==> src/rtl/edid_fetch.sv <==
module edid_fetch #(
  parameter logic [6:0] EDID_DEV   = 7'h50,
  parameter int         MAX_TRIES  = 3,
  parameter logic [7:0] EXT_OFS    = 8'd126,
  parameter logic [7:0] TREQ_ADDR  = 8'h30,
  parameter logic [7:0] TCSUM_ADDR = 8'h31,
  parameter logic [7:0] TRESP_ADDR = 8'h32,
  parameter int         TREQ_BIT   = 2,
  parameter logic [7:0] RESP_CODE  = 8'h01
) (
  input  logic       clk,
  input  logic       rst_n,
  input  logic       start,
  output logic       sb_req,
  output logic       sb_write,
  output logic       sb_space,
  output logic [6:0] sb_dev,
  output logic [7:0] sb_addr,
  output logic [7:0] sb_wdata,
  input  logic       sb_ack,
  input  logic       sb_err,
  input  logic [7:0] sb_rdata,
  output logic       done,
  output logic       error,
  output logic       ext_present,
  output logic [7:0] test_csum
);
  localparam int TW = (MAX_TRIES > 2) ? $clog2(MAX_TRIES) : 1;

  typedef enum logic [2:0] {ST_IDLE, ST_EXT, ST_BLK, ST_TREQ, ST_TCS, ST_TRSP} st_t;

  st_t           st;
  logic          pend, blk;
  logic [6:0]    idx;
  logic [7:0]    sum;
  logic [TW-1:0] tries;

  wire       beat  = pend & sb_ack;
  wire [7:0] nsum  = sum + sb_rdata;
  wire       last  = (idx == 7'd127);
  wire       bad   = sb_err | ((st == ST_BLK) && last && (nsum != 8'd0));

  assign sb_req   = pend;
  assign sb_space = (st == ST_TREQ) || (st == ST_TCS) || (st == ST_TRSP);
  assign sb_write = (st == ST_TCS) || (st == ST_TRSP);
  assign sb_dev   = sb_space ? 7'd0 : EDID_DEV;
  assign sb_wdata = (st == ST_TCS) ? test_csum : ((st == ST_TRSP) ? RESP_CODE : 8'd0);

  always_comb begin
    case (st)
      ST_EXT:  sb_addr = EXT_OFS;
      ST_BLK:  sb_addr = {blk, idx};
      ST_TREQ: sb_addr = TREQ_ADDR;
      ST_TCS:  sb_addr = TCSUM_ADDR;
      ST_TRSP: sb_addr = TRESP_ADDR;
      default: sb_addr = 8'd0;
    endcase
  end

  always_ff @(posedge clk or negedge rst_n) begin
    if (!rst_n) begin
      st          <= ST_IDLE;
      pend        <= 1'b0;
      blk         <= 1'b0;
      idx         <= 7'd0;
      sum         <= 8'd0;
      tries       <= '0;
      done        <= 1'b0;
      error       <= 1'b0;
      ext_present <= 1'b0;
      test_csum   <= 8'd0;
    end else begin
      done  <= 1'b0;
      error <= 1'b0;
      if (st == ST_IDLE) begin
        if (start) begin
          st          <= ST_EXT;
          tries       <= '0;
          ext_present <= 1'b0;
          test_csum   <= 8'd0;
        end
      end else if (!pend) begin
        pend <= 1'b1;
      end else if (beat) begin
        pend <= 1'b0;
        if (bad) begin
          if (tries == TW'(MAX_TRIES - 1)) begin
            error <= 1'b1;
            st    <= ST_IDLE;
          end else begin
            tries <= tries + 1'b1;
            st    <= ST_EXT;
          end
        end else begin
          case (st)
            ST_EXT: begin
              ext_present <= (sb_rdata != 8'd0);
              st          <= ST_BLK;
              blk         <= 1'b0;
              idx         <= 7'd0;
              sum         <= 8'd0;
            end
            ST_BLK: begin
              if (last) begin
                test_csum <= sb_rdata;
                if (!blk && ext_present) begin
                  blk <= 1'b1;
                  idx <= 7'd0;
                  sum <= 8'd0;
                end else begin
                  st <= ST_TREQ;
                end
              end else begin
                idx <= idx + 7'd1;
                sum <= nsum;
              end
            end
            ST_TREQ: begin
              if (sb_rdata[TREQ_BIT]) st <= ST_TCS;
              else begin
                done <= 1'b1;
                st   <= ST_IDLE;
              end
            end
            ST_TCS:  st <= ST_TRSP;
            ST_TRSP: begin
              done <= 1'b1;
              st   <= ST_IDLE;
            end
            default: st <= ST_IDLE;
          endcase
        end
      end
    end
  end
endmodule

==> config.mk <==
export PLATFORM = sky130hd
export DESIGN_NAME = edid_fetch
export DESIGN_NICKNAME = d
export VERILOG_FILES = /design/src/rtl/edid_fetch.sv
export SDC_FILE = /design/constraint.sdc
export NUM_CORES = 1
export LEC_CHECK = 0
export BUFFER_PORTS_ARGS = -buffer_cell sky130_fd_sc_hd__buf_2
export CAP_MARGIN = 10
export CORE_UTILIZATION = 50
export CTS_CLUSTER_SIZE = 28
export DETAILED_ROUTE_END_ITERATION = 12
export GPL_TIMING_DRIVEN = 0
export MAX_ROUTING_LAYER = met4
export PLACE_DENSITY_LB_ADDON = 0.25
export SLEW_MARGIN = 25
export SYNTH_ARGS = -nofsm -noshare
export SYNTH_HDL_FRONTEND = slang
export SYNTH_SLANG_ARGS = --single-unit
==> constraint.sdc <==
create_clock -name clk -period 3.3 [get_ports clk]
set_input_delay 0.825 -clock clk [delete_from_list [all_inputs] [get_ports clk]]
set_output_delay 0.825 -clock clk [all_outputs]
set_load 0.01 [all_outputs]
# Yosys cells after proc, flatten, opt, wreduce, memory -nomap -nowiden
# Index checks and enable logic that the tools add are counted.
# word_totals
ramBits	0
in_bits	13
latchBits	0
elab_cells	110
rom_bits	0
out_inout_bits	37
regBits	33
mem_count	0
# classes
bitwise_logic	4
n_mul	0
n_addsub	3
n_eq_ne	15
n_reduce_logical	23
div_mod_pow	0
n_shift	0
n_mux	55
order_cmp	0
# op_table
operator	n
two-way mux 8 bit	10
case mux 8 bit (5 select lines)	1
two-way mux 3 bit	8
two-way mux 1 bit	22
two-way mux 7 bit	3
case mux 8 bit (2 select lines)	1
nonzero test 8 bit	2
AND reduction 5 bit	3
case mux 7 bit (2 select lines)	1
nonzero test 2 bit	7
two-way mux 2 bit	6
case mux 3 bit (4 select lines)	1
AND reduction 6 bit	2
adder 8 bit	1
adder 7 x 1 -> 7 bit, second input constant	1
== test 7 bit, second input constant	1
AND reduction 7 bit	1
== test 3 x 2 -> 1 bit, second input constant	2
== test 3 bit, second input constant	2
!= test 2 bit, second input constant	3
!= test 2 x 1 -> 1 bit, second input constant	2
!= test 4 x 3 -> 1 bit, second input constant	1
!= test 4 bit, second input constant	1
case mux 1 bit (2 select lines)	2
11 further kinds	16

# Depth between registers and ports, before layout
# Gate-level depths: netlist of the first run.
# depth
ltp_word	9
depth_mapped	11
ltp_nobuf	9

# Least setup slack after synthesis of the first run
# Ideal clock, no wire load.
# synth_path
path_type	input port to flip-flop
startpoint	input port sb_rdata[0]
endpoint	register st[1]
required_ps	3165
path_buffers	0
stages	9
setup_time_ps	135
arrival_ps	2978
path_slack_ps	187
path_cell_list	ha_1 > fa_1 > a211o_1 > and3_1 > o311ai_2 > nor4_4 > a31oi_2 > mux2i_1 > o31ai_1
# synth_between
elab_chain_cells	8
elab_cells_between_ends	11
classes_between	1 x add/sub; 2 x eq/ne; 4 x mux; 1 x bitwise; 3 x reduce/logical
# synth_rtl
item	line	source
start, declared	22	input logic [7:0] sb_rdata,
adder 8 bit (*)	39	wire [7:0] nsum = sum + sb_rdata;
nonzero test 8 bit (*)	41	wire bad = sb_err | ((st == ST_BLK) && last && (nsum != 8'd0));
logical AND 1 bit (*)	41	
bitwise OR 1 bit (*)	41	
two-way mux 3 bit	86	if (bad) begin
two-way mux 3 bit	84	end else if (beat) begin
two-way mux 3 bit	82	end else if (!pend) begin
two-way mux 3 bit	75	if (st == ST_IDLE) begin
end signal, assigned	77	st <= ST_EXT;
end signal, assigned	89	st <= ST_IDLE;
end signal, assigned	92	st <= ST_EXT;
end, declared	32	st_t st;
# Every way passes the cells marked *; elsewhere a longest branch is shown, timed or not. The select of a mux whose other input is x is not followed.
# A chain may end at the register's enable or synchronous reset.

# Final worst setup path of the first run
# Same ends and word-level chain as after synthesis.

==> results.tsv, run 1 <==
stage	metric	value	unit
worst_setup_path	CP Max Fanout	6	
place	dpl cells	365	
detailed_routing	drt drc	0	
grt	vias in the first global route	2014	
worst_hold_path	Tightest Hold Check Type	reg2reg	
clock_tree	CTS HTree Levels	2	
sta	Worst Tran Pin Value	0.863	ns
worst_setup_path	CP cell instances	buf_2 -> ha_1 -> fa_2 -> a211o_1 -> and3_2 -> o311ai_4 -> nor4_4 -> buf_4 -> buf_4 -> a31oi_4 -> mux2i_1 -> o31ai_1	
yosys	combinational family with the most area after synthesis	simple AND/OR/NAND/NOR gates	
detailed_routing	Vias/cell	5.64	
place	Placed Area	0.00258	sq mm
floorplanning	FP Rows	24	
detailed_routing	router iterations before antenna repair	4	
power_and_ir_drop	Leak	1.35	nW
sta	Final Slew Violations	0	
worst_setup_path	Worst EP required	3.46	ns
final_layout	share of cells above drive strength 1	0.289	
sta	fmax	313	MHz
detailed_routing	Initial DRC Count	186	
yosys	asr flop ratio synth	1.00	
sta	Final Hold Vio Count	0	
power_and_ir_drop	switching share of power	0.417	
sta	Final Worst Setup Slack	0.106	ns
floorplanning	core footprint	0.00438	sq mm
worst_setup_path	CP bufs+invs	3	
flow_run	MaxCap Viol Count	0	
yosys	Mapped Cells	265	
worst_setup_path	crit path DAT	3.35	ns
sta	Final period util	0.968	
worst_setup_path	Crit Path Category	in2reg	
clock_tree	CTS Buf Count	5	
worst_setup_path	delay-heaviest family, CP	compound AO/OA/AOI/OAI gates	
clock_tree	buffer depth of the longest clock path	2	
grt	grt ovf	0	
final_layout	final net count	347	
power_and_ir_drop	Gate power share	0.503	
clock_tree	CTS clk-pin slew, worst paths	0.07	ns
detailed_routing	Final ANT Viol Nets	0	
yosys	Yosys cell types	53	
power_and_ir_drop	clock network fraction of design power	0.210	
yosys	EDFF count, synth	0	
grt	total track usage	0.249	
power_and_ir_drop	Psw	798	uW
yosys	register area share after synthesis	0.362	
yosys	syn avg cell area	8.62	sq um
yosys	Synth Cell Area	0.00228	sq mm
power_and_ir_drop	Flop pwr share	0.287	
floorplanning	Top Ports	50	
floorplanning	die span in x	69.6	um
detailed_routing	Vias	2125	
final_layout	Antenna Cells	0	
clock_tree	clock root buffer master	clkbuf_8	
sta	RSZ-0062 raised after global routing	false	
clock_tree	clock insertion delay at the later pin of the skew report	0.29	ns
yosys	Ys Warns	0	
worst_setup_path	Slowest cell on crit path	fa_2	
worst_setup_path	Largest stage delay, worst path	0.37	ns
yosys	mux cell area share after synthesis	0.0132	
floorplanning	Die Y	69.6	um
worst_setup_path	startpoint types	input port	
detailed_routing	WL/cell	15.2	um
sta	slew margin rel.	0.424	
final_layout	P&R area growth vs syn	21.6	%
place	Routability Congestion	0.880	
yosys	post-synthesis compound-gate area fraction	0.220	
sta	fin crit period	3.19	ns
worst_setup_path	CP Capture Type	register	
yosys	Synth Area in Adders	0.0581	
floorplanning	total die area	0.00484	sq mm
worst_setup_path	most frequent CP cell	buf_4	
sta	Final Setup Violations	0	
yosys	main flop type after synthesis	dfrtp_1	
final_layout	fin cells	377	
clock_tree	hold_buf cts	0	
sta	Fin Hold WS	0.481	ns
power_and_ir_drop	pwr dens	690	mW/mm^2
grt	first-pass GRT wire length	9390	um
power_and_ir_drop	Peak VDD IR	0.407	mV
sta	clk_skew	0.00732	ns
floorplanning	Starting Density	0.521	
status	status	finished clean	
clock_tree	Sink Count	33	
place	Port Buf Inserts	44	
final_layout	post-route design area	0.00278	sq mm
yosys	post-synthesis xor/xnor area fraction	0.0148	
power_and_ir_drop	Int Pwr	1.12	mW
grt	antenna violations before repair	0	
place	dpl hpwl	3990	um
yosys	Simple-Gate Fraction of Synth Area	0.267	
grt	largest net degree at the start of global routing	34	
place	pre-CTS setup slack	-0.313	ns
detailed_routing	final WL	5720	um
yosys	synthesized flop and latch total	33	
clock_tree	CTS tree	yes	
cell families after synthesis:
| family | Yosys count |
|---|---|
| simple gates | 121 |
| compound gates | 67 |
| flops | 33 |
| buf+inv | 27 |
| fa+ha+maj | 10 |
| xor+xnor | 3 |
| mux | 3 |
| other cells | 1 |
final cells by class:
type | instances | area [sq um]
fillers | 383 | 1610
multi-input cells | 209 | 1370
flip-flops and latches | 33 | 826
repair buffers | 48 | 250
plain buffers | 17 | 114
clock buffers | 7 | 86.3
well taps | 52 | 65.1
inverters | 10 | 37.5
clock inverters | 1 | 30.0
path summary, 6_finish.rpt:
| path | from | endpoint | slack, ns | cells past startpoint |
|---|---|---|---|---|
| max in group asynchronous | rst_n | sum[5] | 2.19 | 1 |
| min | tries[0] | tries[0] | 0.48 | 1 |
| min in group asynchronous | rst_n | idx[1] | 0.61 | 1 |
| min reg2reg | tries[0] | tries[0] | 0.48 | 1 |
| max reg2reg | sum[0] | st[1] | 0.40 | 11 |
| max | sb_rdata[0] | st[1] | 0.11 | 12 |
repair_timing:
| item | CTS | global route |
|---|---|---|
| resized for setup | 2 | 7 |
| buffers inserted | 0 | 4 |
| endpoints found under the setup margin | 7 | 25 |
| pin swaps | 0 | 3 |
| endpoints found under the hold margin | 0 | 0 |
through the flow:
step / power (mW) / util / setup TNS [ns]
2_1_floorplan: 1.20 / - / 0
3_3_place_gp: 1.42 / 0.589 / -5.64
3_5_place_dp: 1.44 / 0.589 / -6.52
4_1_cts: 1.85 / 0.617 / 0
5_1_grt: 2.05 / 0.633 / 0
6_report: 1.92 / 0.633 / 0
layout by cell type (no fill, tap or decap), types with 2 or more instances in the layout:
master	n
a2bb2oi_1	2
mux2i_1	3
o31ai_1	7
nand2_1	44
nor2b_1	4
o41ai_1	2
conb_1	5
nor2_1	19
xnor2_1	2
nand3_1	5
or2_2	4
nand3b_1	2
nand4_1	2
nor3b_1	3
clkbuf_1	7
nor4_1	3
o21ai_2	8
and3_1	5
a21oi_2	2
dfrtp_1	33
inv_1	10
and2_1	9
ha_1	9
a31oi_4	2
a21oi_1	10
o41ai_2	2
buf_2	45
nor3_1	8
clkbuf_8	6
nand2b_1	7
o21ai_0	16
o21ai_1	3
buf_4	12
power groups by stage:
stage                     Sequential, mW  Clock, mW  Combinational (mW)
final                              0.550      0.402               0.965
after global routing               0.563      0.423                1.07
after CTS                          0.548      0.404               0.901
after detailed placement           0.555          0               0.888
after global placement             0.554          0               0.868
after floorplan                    0.547          0               0.649
state kept, by name, indices dropped and copies added, names as in the netlist:
name / flops
sum: 8
test_csum: 8
idx: 7
st: 3
tries: 2
blk: 1
done: 1
error: 1
ext_present: 1
sb_req: 1
worst reg2reg max path, stage by stage (launching register included):
cell      delay [ns]
dfrtp_1         0.38
ha_1            0.22
fa_2            0.37
a211o_1         0.31
and3_2          0.25
o311ai_4        0.29
nor4_4          0.08
buf_4           0.18
buf_4           0.14
a31oi_4         0.24
mux2i_1         0.22
o31ai_1         0.08
synth_stat cells, drive strengths merged, types with 2 or more instances:
cell,n,area share
nor3,8,0.018
nand3b,2,0.0066
and2,9,0.025
o31ai,7,0.023
a2bb2oi,2,0.0077
a21oi,12,0.028
buf,11,0.038
nand3,5,0.011
clkbuf,6,0.0099
o21ai,27,0.072
o41ai,4,0.022
nor2,19,0.031
nor2b,4,0.011
and3,6,0.016
ha,9,0.049
nand4,2,0.0055
or2,4,0.011
nand2b,7,0.019
xnor2,2,0.0077
nor4,5,0.020
nand2,45,0.075
dfrtp,33,0.36
nor3b,3,0.0099
mux2i,3,0.013
a31oi,2,0.011
a211oi,2,0.0088
inv,10,0.016
routing by layer:
metal / global-route usage / part of all wire
met3: 0.0465 / 0.033
met2: 0.391 / 0.49
met4: 0.0726 / 0.012
met5: - / 0
met1: 0.329 / 0.47
(Power assumes the default switching activity.)
==> run 2, diff against run 1 <==
==> constraint.sdc (replaced) <==
create_clock -name clk -period 3.3 [get_ports clk]
set_input_delay 0.165 -clock clk [delete_from_list [all_inputs] [get_ports clk]]
set_output_delay 0.165 -clock clk [all_outputs]
set_load 0.01 [all_outputs]
==> results.tsv, run 2 (same netlist as run 1, synthesis figures left out) <==
stage	metric	value	unit
final_layout	final net count	344	
worst_setup_path	delay-heaviest family, CP	compound AO/OA/AOI/OAI gates	
worst_setup_path	worst setup path endpoint	sum[6]	
clock_tree	CTS HTree Levels	2	
power_and_ir_drop	Leak	1.33	nW
floorplanning	die span in x	69.6	um
clock_tree	CTS tree	yes	
sta	Worst Tran Pin Value	0.901	ns
worst_setup_path	critical path depth	9	
power_and_ir_drop	clock network fraction of design power	0.217	
worst_setup_path	CP cell instances	ha_1 -> fa_1 -> a211o_1 -> and3_1 -> o311ai_2 -> nor4_4 -> a31oi_2 -> buf_2 -> o21ai_0	
detailed_routing	router iterations before antenna repair	4	
power_and_ir_drop	pwr dens	681	mW/mm^2
sta	fin crit period	3.03	ns
floorplanning	Top Ports	50	
detailed_routing	Final ANT Viol Nets	0	
clock_tree	clock insertion delay at the later pin of the skew report	0.28	ns
worst_setup_path	crit path DAT	3.18	ns
power_and_ir_drop	Peak VDD IR	0.407	mV
worst_hold_path	Tightest Hold Check Type	in2reg	
worst_setup_path	Largest stage delay, worst path	0.42	ns
grt	vias in the first global route	1987	
power_and_ir_drop	Gate power share	0.485	
sta	Final Setup Violations	0	
worst_setup_path	Critical Path Source	sum[0]	
status	status	finished clean	
place	Placed Area	0.00258	sq mm
worst_setup_path	startpoint types	register	
clock_tree	buffer depth of the longest clock path	2	
place	Routability Congestion	0.880	
final_layout	Antenna Cells	0	
detailed_routing	Vias/cell	5.59	
worst_setup_path	R2R depth	9	
worst_setup_path	Crit Path Category	reg2reg	
flow_run	MaxCap Viol Count	0	
sta	total negative slack	0	ns
power_and_ir_drop	Flop pwr share	0.298	
worst_setup_path	r2r setup slk	0.27	ns
detailed_routing	final WL	5540	um
detailed_routing	drt drc	0	
final_layout	most frequent cells in the layout	buf_2, nand2_1, dfrtp_1	
clock_tree	Sink Count	33	
sta	clk_skew	0.00767	ns
worst_setup_path	Worst EP required	3.46	ns
sta	Final Hold Vio Count	0	
final_layout	commonest non-fill, non-tap cell in the layout	buf_2	
clock_tree	CTS Buf Count	5	
power_and_ir_drop	switching share of power	0.416	
place	dpl hpwl	3990	um
detailed_routing	Initial DRC Count	163	
detailed_routing	WL/cell	14.8	um
worst_setup_path	R2R Path End	sum[6]	
final_layout	biggest regs	sum (8), test_csum (8), idx (7)	
final_layout	share of cells above drive strength 1	0.267	
detailed_routing	Vias	2092	
place	Port Buf Inserts	44	
sta	Final Slew Violations	0	
power_and_ir_drop	Psw	767	uW
floorplanning	FP Rows	24	
floorplanning	core footprint	0.00438	sq mm
clock_tree	clock root buffer master	clkbuf_8	
grt	grt ovf	0	
sta	Final Worst Setup Slack	0.273	ns
sta	RSZ-0062 raised after global routing	false	
grt	total track usage	0.247	
worst_setup_path	CP Max Fanout	10	
grt	largest net degree at the start of global routing	34	
floorplanning	Die Y	69.6	um
clock_tree	CTS clk-pin slew, worst paths	0.07	ns
power_and_ir_drop	Int Pwr	1.08	mW
floorplanning	total die area	0.00484	sq mm
final_layout	post-layout util	0.618	
final_layout	P&R area growth vs syn	18.7	%
place	pre-CTS setup slack	0.289	ns
grt	first-pass GRT wire length	9290	um
worst_setup_path	CP Capture Type	register	
worst_setup_path	CP bufs+invs	1	
sta	fmax	330	MHz
sta	Final period util	0.917	
worst_setup_path	reg-to-reg startpoint	sum[0]	
final_layout	post-route design area	0.00271	sq mm
floorplanning	Starting Density	0.521	
sta	slew margin rel.	0.398	
worst_setup_path	Slowest cell on crit path	fa_1	
final_layout	# fillers	384	
grt	antenna violations before repair	0	
[run 2: changes by cell type in the layout (fill, tap and decap cells not counted), moves of 2 or more]
cell,change
buf_2,+2
a31oi_2,+2
a31oi_4,-2
buf_4,-6
[run 2: stage by stage]
stage	total power, mW	std cells	hold WS [ns]
2_1_floorplan	1.20	269	-0.131
3_3_place_gp	1.42	365	0.286
3_5_place_dp	1.44	365	0.283
4_1_cts	1.85	374	0.112
5_1_grt	1.98	374	0.140
6_report	1.85	374	0.117
[run 2: final cells by class]
type	instances	area, sq um	area share
clock inverter	1	30.0	0.0111
multi-input combinational	209	1330	0.489
clock buffer	7	86.3	0.0319
timing repair buffer	45	230	0.0849
tap	52	65.1	0.0240
inverter	10	37.5	0.0139
buffer	17	109	0.0402
sequential	33	826	0.305
[run 2: worst reg2reg max path: cells and delay by family, from the launching register on]
family | cells | cell delay (ns)
buffers and inverters | 1 | 0.32
AOI/OAI and AO/OA | 4 | 1.20
DFF | 1 | 0.38
and+or+nand+nor | 2 | 0.37
adders and majority gates | 2 | 0.64
[run 2: power groups by stage]
stage	combinational, mW	clock, mW	sequential, mW
CTS	0.898	0.404	0.548
finish	0.896	0.400	0.550
detailed placement	0.888	0	0.555
global route	1.00	0.423	0.563
global placement	0.868	0	0.554
floorplan	0.649	0	0.547
[run 2: worst min-delay path by stage]
stage	from	to	slack, ns	cells past startpoint
after floorplan	rst_n	blk	-0.13	0
after global placement	rst_n	idx[1]	0.29	1
after detailed placement	rst_n	idx[1]	0.28	1
after CTS	sb_rdata[6]	test_csum[6]	0.11	3
after global routing	sb_rdata[7]	test_csum[7]	0.14	3
final	sb_rdata[6]	test_csum[6]	0.12	3
[run 2: routing by layer]
metal  part of all wire  vias to the layer above  global-route usage
met5                  0                        -                   -
met4              0.017                        0              0.0771
met3              0.030                       10              0.0465
met2               0.48                       44               0.381
met1               0.48                      994               0.329
li1                   -                     1044                   -
[run 2: repair_timing]
item	4_1_cts	5_1_grt
hold buffers	1	0
setup buffers	0	0
gates resized for setup	0	0
hold endpoints to repair	33	0
